## src/rtl/capwin_pkg.sv

```systemverilog
package capwin_pkg;

    localparam int unsigned DW = 64;
    localparam int unsigned NB = DW / 8;

    // memory-device status word layout
    localparam int unsigned MEDIA_LSB = 2;
    localparam int unsigned READY_BIT = 5;
    localparam logic [DW-1:0] MEMDEV_WORD =
        (64'd1 << MEDIA_LSB) | (64'd1 << READY_BIT);

    typedef struct packed {
        logic          valid;
        logic          err;
        logic [DW-1:0] data;
    } rsp_t;

    // aligned lane groups: one lane, pairs on even lanes, halves, whole word
    function automatic logic be_aligned(input logic [NB-1:0] be);
        logic ok;
        ok = 1'b0;
        for (int w = 1; w <= NB; w = w * 2) begin
            for (int s = 0; s < NB; s = s + w) begin
                if (be == NB'(((1 << w) - 1) << s)) ok = 1'b1;
            end
        end
        return ok;
    endfunction

    function automatic logic [DW-1:0] be_mask(input logic [NB-1:0] be);
        logic [DW-1:0] m;
        for (int i = 0; i < NB; i++) m[i*8 +: 8] = {8{be[i]}};
        return m;
    endfunction

endpackage

```

## src/rtl/capwin_rom.sv

```systemverilog
module capwin_rom #(
    parameter int unsigned CAP_LEN = 32'h80,
    parameter int unsigned DEV_OFF = 32'h100,
    parameter int unsigned DEV_LEN = 32'h100,
    parameter int unsigned DEV_VER = 2,
    parameter int unsigned MBX_OFF = 32'h200,
    parameter int unsigned MBX_LEN = 32'h200,
    parameter int unsigned MBX_VER = 1,
    parameter int unsigned MEM_OFF = 32'h400,
    parameter int unsigned MEM_LEN = 32'h20,
    parameter int unsigned MEM_VER = 1,
    localparam int unsigned IW = $clog2(CAP_LEN / 8)
) (
    input  logic [IW-1:0] word_idx,
    output logic [63:0]   word
);
    localparam int unsigned NREC = 3;
    localparam int unsigned SW   = $clog2(NREC + 1);

    localparam logic [15:0] REC_ID  [NREC] = '{16'h0001, 16'h0002, 16'h4000};
    localparam logic [7:0]  REC_VER [NREC] = '{8'(DEV_VER), 8'(MBX_VER), 8'(MEM_VER)};
    localparam logic [31:0] REC_OFF [NREC] = '{DEV_OFF, MBX_OFF, MEM_OFF};
    localparam logic [31:0] REC_LEN [NREC] = '{DEV_LEN, MBX_LEN, MEM_LEN};

    logic [127:0] rec [NREC+1];

    assign rec[0] = {64'h0, 16'h0, 16'(NREC), 8'h0, 8'h1, 16'h0};

    for (genvar g = 0; g < NREC; g++) begin : g_rec
        assign rec[g+1] = {32'h0, REC_LEN[g], REC_OFF[g], 8'h0, REC_VER[g], REC_ID[g]};
    end

    logic [SW-1:0] sel;
    assign sel = word_idx[SW:1];

    always_comb begin
        word = '0;
        if (32'(word_idx) < 2 * (NREC + 1)) begin
            word = word_idx[0] ? rec[sel][127:64] : rec[sel][63:0];
        end
    end
endmodule

```

## src/rtl/capwin_evt.sv

```systemverilog
module capwin_evt #(
    parameter int unsigned NUM_LOGS = 4,
    localparam int unsigned LW = (NUM_LOGS > 1) ? $clog2(NUM_LOGS) : 1
) (
    input  logic                clk,
    input  logic                rst_n,
    input  logic                upd_valid,
    input  logic [LW-1:0]       upd_log,
    input  logic                upd_has,
    output logic [NUM_LOGS-1:0] status
);
    typedef struct packed {
        logic [NUM_LOGS-1:0] bits;
    } evt_state_t;

    evt_state_t st_d, st_q;

    always_comb begin
        st_d = st_q;
        if (upd_valid && (32'(upd_log) < NUM_LOGS)) begin
            st_d.bits[upd_log] = upd_has;
        end
    end

    always_ff @(posedge clk) begin
        if (!rst_n) st_q <= '0;
        else        st_q <= st_d;
    end

    assign status = st_q.bits;
endmodule

```

## src/rtl/capwin_top.sv

```systemverilog
module capwin_top
    import capwin_pkg::*;
#(
    parameter int unsigned NUM_LOGS = 4,
    parameter int unsigned CAP_LEN  = 32'h80,
    parameter int unsigned DEV_OFF  = 32'h100,
    parameter int unsigned DEV_LEN  = 32'h100,
    parameter int unsigned MBX_OFF  = 32'h200,
    parameter int unsigned MBX_LEN  = 32'h200,
    parameter int unsigned MEM_OFF  = 32'h400,
    parameter int unsigned MEM_LEN  = 32'h20,
    localparam int unsigned AW = $clog2(MEM_OFF + MEM_LEN),
    localparam int unsigned LW = (NUM_LOGS > 1) ? $clog2(NUM_LOGS) : 1
) (
    input  logic          clk,
    input  logic          rst_n,
    input  logic          req_valid,
    input  logic          req_write,
    input  logic [AW-1:0] req_addr,
    input  logic [7:0]    req_be,
    output logic          rsp_valid,
    output logic          rsp_err,
    output logic [63:0]   rsp_data,
    input  logic          evt_valid,
    input  logic [LW-1:0] evt_log,
    input  logic          evt_has
);
    localparam int unsigned IW = $clog2(CAP_LEN / 8);

    logic [NUM_LOGS-1:0] evt_bits;
    logic [63:0]         cap_word;
    logic [63:0]         rd_word;
    logic [31:0]         a;
    logic                aligned;
    rsp_t                rsp_d, rsp_q;

    capwin_evt #(.NUM_LOGS(NUM_LOGS)) u_evt (
        .clk       (clk),
        .rst_n     (rst_n),
        .upd_valid (evt_valid),
        .upd_log   (evt_log),
        .upd_has   (evt_has),
        .status    (evt_bits)
    );

    capwin_rom #(
        .CAP_LEN (CAP_LEN),
        .DEV_OFF (DEV_OFF), .DEV_LEN (DEV_LEN),
        .MBX_OFF (MBX_OFF), .MBX_LEN (MBX_LEN),
        .MEM_OFF (MEM_OFF), .MEM_LEN (MEM_LEN)
    ) u_rom (
        .word_idx (req_addr[IW+2:3]),
        .word     (cap_word)
    );

    assign a       = 32'(req_addr);
    assign aligned = (req_addr[2:0] == 3'b000) && be_aligned(req_be);

    always_comb begin
        rd_word = '0;
        if (a < CAP_LEN) begin
            rd_word = cap_word;
        end else if (a == DEV_OFF) begin
            rd_word = 64'(evt_bits);
        end else if (a >= MEM_OFF && a < MEM_OFF + MEM_LEN) begin
            rd_word = MEMDEV_WORD;
        end
    end

    always_comb begin
        rsp_d = '0;
        if (req_valid) begin
            rsp_d.valid = 1'b1;
            if (!aligned)       rsp_d.err  = 1'b1;
            else if (!req_write) rsp_d.data = rd_word & be_mask(req_be);
        end
    end

    always_ff @(posedge clk) begin
        if (!rst_n) rsp_q <= '0;
        else        rsp_q <= rsp_d;
    end

    assign rsp_valid = rsp_q.valid;
    assign rsp_err   = rsp_q.err;
    assign rsp_data  = rsp_q.data;
endmodule

```

## config.mk

```make
export PLATFORM = sky130hd
export DESIGN_NAME = capwin_top
export DESIGN_NICKNAME = d
export VERILOG_FILES = /design/src/rtl/capwin_pkg.sv /design/src/rtl/capwin_rom.sv /design/src/rtl/capwin_evt.sv /design/src/rtl/capwin_top.sv
export SDC_FILE = /design/constraint.sdc
export NUM_CORES = 1
export LEC_CHECK = 0
export ABC_AREA = 1
export BUFFER_PORTS_ARGS = -buffer_cell sky130_fd_sc_hd__buf_2
export CAP_MARGIN = 25
export CORE_MARGIN = 4
export CORE_UTILIZATION = 41
export DETAILED_ROUTE_END_ITERATION = 10
export GPL_TIMING_DRIVEN = 1
export PLACE_DENSITY = 0.81
export SLEW_MARGIN = 20
export SYNTH_ARGS = -nofsm -noshare
export SYNTH_HDL_FRONTEND = slang
export SYNTH_SLANG_ARGS = --single-unit
export TNS_END_PERCENT = 30
```

## constraint.sdc

```tcl
create_clock -name clk -period 1.3 [get_ports clk]
set_input_delay 0.195 -clock clk [delete_from_list [all_inputs] [get_ports clk]]
set_output_delay 0.195 -clock clk [all_outputs]
set_load 0.03 [all_outputs]
```

==> impl_metrics.json <==
{
  "status": "finished, final reports clean",
  "fp.dieH_um": 65.1,
  "drt_iter0_drc": 53,
  "cp_slowest_stage_delay_ns": 0.34,
  "grt_pass1_vias": 903,
  "cts_tree": "yes",
  "rows": 20,
  "multi_input_area_um2": 653,
  "ys_ff_latch": 20,
  "crit_slowest_cell": "dfxtp_1",
  "synth_area_leaders": "dfxtp_1 30%, buf_4 28%, nand2_1 8.4%, nor2_1 6.2%, inv_1 5.9%",
  "synth_top_area_cell": "dfxtp_1",
  "antenna_found_initial": 0,
  "synth.distinct_cells": 20,
  "dieArea_um2": 4240,
  "netSwitchingPower_mw": 0.465,
  "initial_core_util_pct": 43.5,
  "clockBufferDepth": 2,
  "rrSetupSlack_ns": 0.49,
  "area_growth_pct": 8.69,
  "coreArea_um2": 3080,
  "cp_top_family": "flip-flops",
  "synth.avg_cell_area_um2": 7.08,
  "clkPwrFrac_pct": 34.1,
  "yosysSeqAreaShare_pct": 29.9,
  "setup_tns_ns": 0,
  "crit_buf_inv": 1,
  "dp_hpwl_um": 2190,
  "cts_max_level": 1,
  "antenna_cells": 0,
  "min-delay-start": "req_valid",
  "path_clk_slew_ns": 0.11,
  "synth_most_common_cell": "buf_4",
  "worstHoldEndpoint": "rsp_valid",
  "detail_route.first_pass.iterations": 5,
  "worstReg2RegStart": "u_evt.status[0]",
  "via_count": 1115,
  "post_cts_resized": 0,
  "worstSetupPathType": "reg -> out",
  "r2r-end": "rsp_data[0]",
  "grt_pass1_wl_um": 3740,
  "synth_ff_type": "dfxtp_1",
  "power_leakage_nw": 0.791,
  "seq_area_um2": 400,
  "p_sw_share_pct": 32.0,
  "syn_inst": 189,
  "die_x_um": 65.1,
  "setup_viol": 0,
  "overflow": 0,
  "postRouteAntennaNets": 0,
  "post-place-ws_ns": 0.0410,
  "yosys-top-cells-count": "50 x buf_4, 30 x nand2_1, 22 x nor2_1",
  "insertion_delay_ns": 0.29,
  "crit_path_start_kind": "flop",
  "globalplace.congestion": 0.912,
  "final_layout_size_suffix_gt1_share_pct": 25.8,
  "cts_made_buffers": 3,
  "crit_path_end_kind": "primary output",
  "path_cells": "buf_2",
  "totalWireLength_um": 2570,
  "power_frac_seq_pct": 43.1,
  "worstHoldPathCells": 3,
  "cts_setup_buffers": 0,
  "synth_top_area_share_pct": 29.9,
  "fmax_ghz": 0.978,
  "cts.sinks": 20,
  "grt_max_degree": 15,
  "r2r_cells": 4,
  "p_int_mw": 0.989,
  "cp_max_fo": 1,
  "hp-class": "in -> reg",
  "p_total_mw": 1.45,
  "fin_skew_ns": 0.00614,
  "nets": 261,
  "critical_path_required_ns": 1.11,
  "pin_count": 93,
  "rsz0062_at_grt": "false",
  "fill_cells": 319,
  "layout_setup_ws_ns": 0.277,
  "wire_per_inst_um": 9.27,
  "synth_edf_count": 0,
  "postCtsHoldBufs": 0,
  "vdd_drop_max_mv": 0.433,
  "io_buffers": 43,
  "ys_async_sr_fraction_pct": 0,
  "syn_area_um2": 1340,
  "cts-root-buf": "clkbuf_4",
  "fin_crit_sh_pct": 78.7,
  "viasPerCell": 4.03,
  "max_cap_violations": 0,
  "maxSlewViolCount": 0,
  "arrival_ns": 0.83,
  "grtUsageTotal_pct": 11.0,
  "yosysWarnings": 0,
  "drc": 0,
  "hold_viol": 0,
  "period_needed_ns": 1.02,
  "pwr-share-comb_pct": 22.8,
  "p_per_area_nw_per_um2": 999
}
sequential cells by signal, summed over array words and instances (netlist names):
name          count
rsp_valid         1
u_evt.status      4
rsp_err           1
rsp_data         14
power by group through the flow:
stage,Combinational (mW),Sequential (mW),Clock (mW)
4_1_cts,0.326,0.627,0.510
3_3_place_gp,0.324,0.640,0
2_1_floorplan,0.361,0.646,0
3_5_place_dp,0.326,0.640,0
6_report,0.332,0.626,0.496
5_1_grt,0.357,0.628,0.537
stage by stage:
stage               util (%)  hold slack [ns]  area (µm²)  instances
floorplan                  -            0.321        1520        237
global placement        45.6            0.440        1400        273
detailed placement      45.6            0.439        1400        273
CTS                     47.3            0.131        1460        277
finish                  47.3            0.136        1460        277
global route            47.3            0.152        1460        277
cell usage in the layout (no fill, tap or decap):
master      n
nor3_2      1
a31oi_1     2
nand3_1     8
nand3b_1    2
nor3_1      4
nand3_2     1
dfxtp_1    20
nor2_4      1
nand2_1    30
nand3_4     1
nor4_1      2
bufinv_16   1
o21ai_0     5
conb_1     49
a21oi_1     5
nor2_1     22
inv_1      21
buf_2      43
nand4_1     3
nor2_2      9
clkbuf_4    3
routing by layer:
layer | wire (µm) | track usage [%]
met3 | 366 | 2.56
met5 | 0 | 0
met4 | 8 | 3.89
met1 | 909 | 12.5
met2 | 1280 | 20.1
layout make-up:
cell class,instances,share of cell area [%]
Timing Repair Buffer,43,14.8
Sequential cell,20,27.5
Clock buffer,3,1.55
Tap cell,44,3.78
Clock inverter,1,2.06
Inverter,21,5.42
Multi-Input combinational cell,145,44.9
worst max-delay path by stage:
stage            startpoint     endpoint  slack [ns]  cells past startpoint
5_1_grt        req_addr[10]  rsp_data[0]        0.20                      8
2_1_floorplan     req_be[1]  rsp_data[5]        0.31                      9
3_5_place_dp   req_addr[10]  rsp_data[0]        0.04                      8
6_report        rsp_data[2]  rsp_data[2]        0.28                      1
3_3_place_gp    req_addr[8]  rsp_data[0]        0.03                      8
4_1_cts         rsp_data[2]  rsp_data[2]        0.25                      1
cells by family (layout without fill, tap and decap cells):
kind of cell / Yosys count / count (layout) / synth area share, %
simple gates: 84 / 84 / 30.4
other cells: 1 / 49 / 0.280
compound gates: 12 / 12 / 4.67
buf+inv: 72 / 68 / 34.8
flops: 20 / 20 / 29.9
worst register-to-register path: stages (launching register included):
cell	delay, ns
dfxtp_1	0.36
nand2_1	0.05
o21ai_0	0.16
nand2_1	0.07
nor2_1	0.10
(Power assumes the default switching activity.)
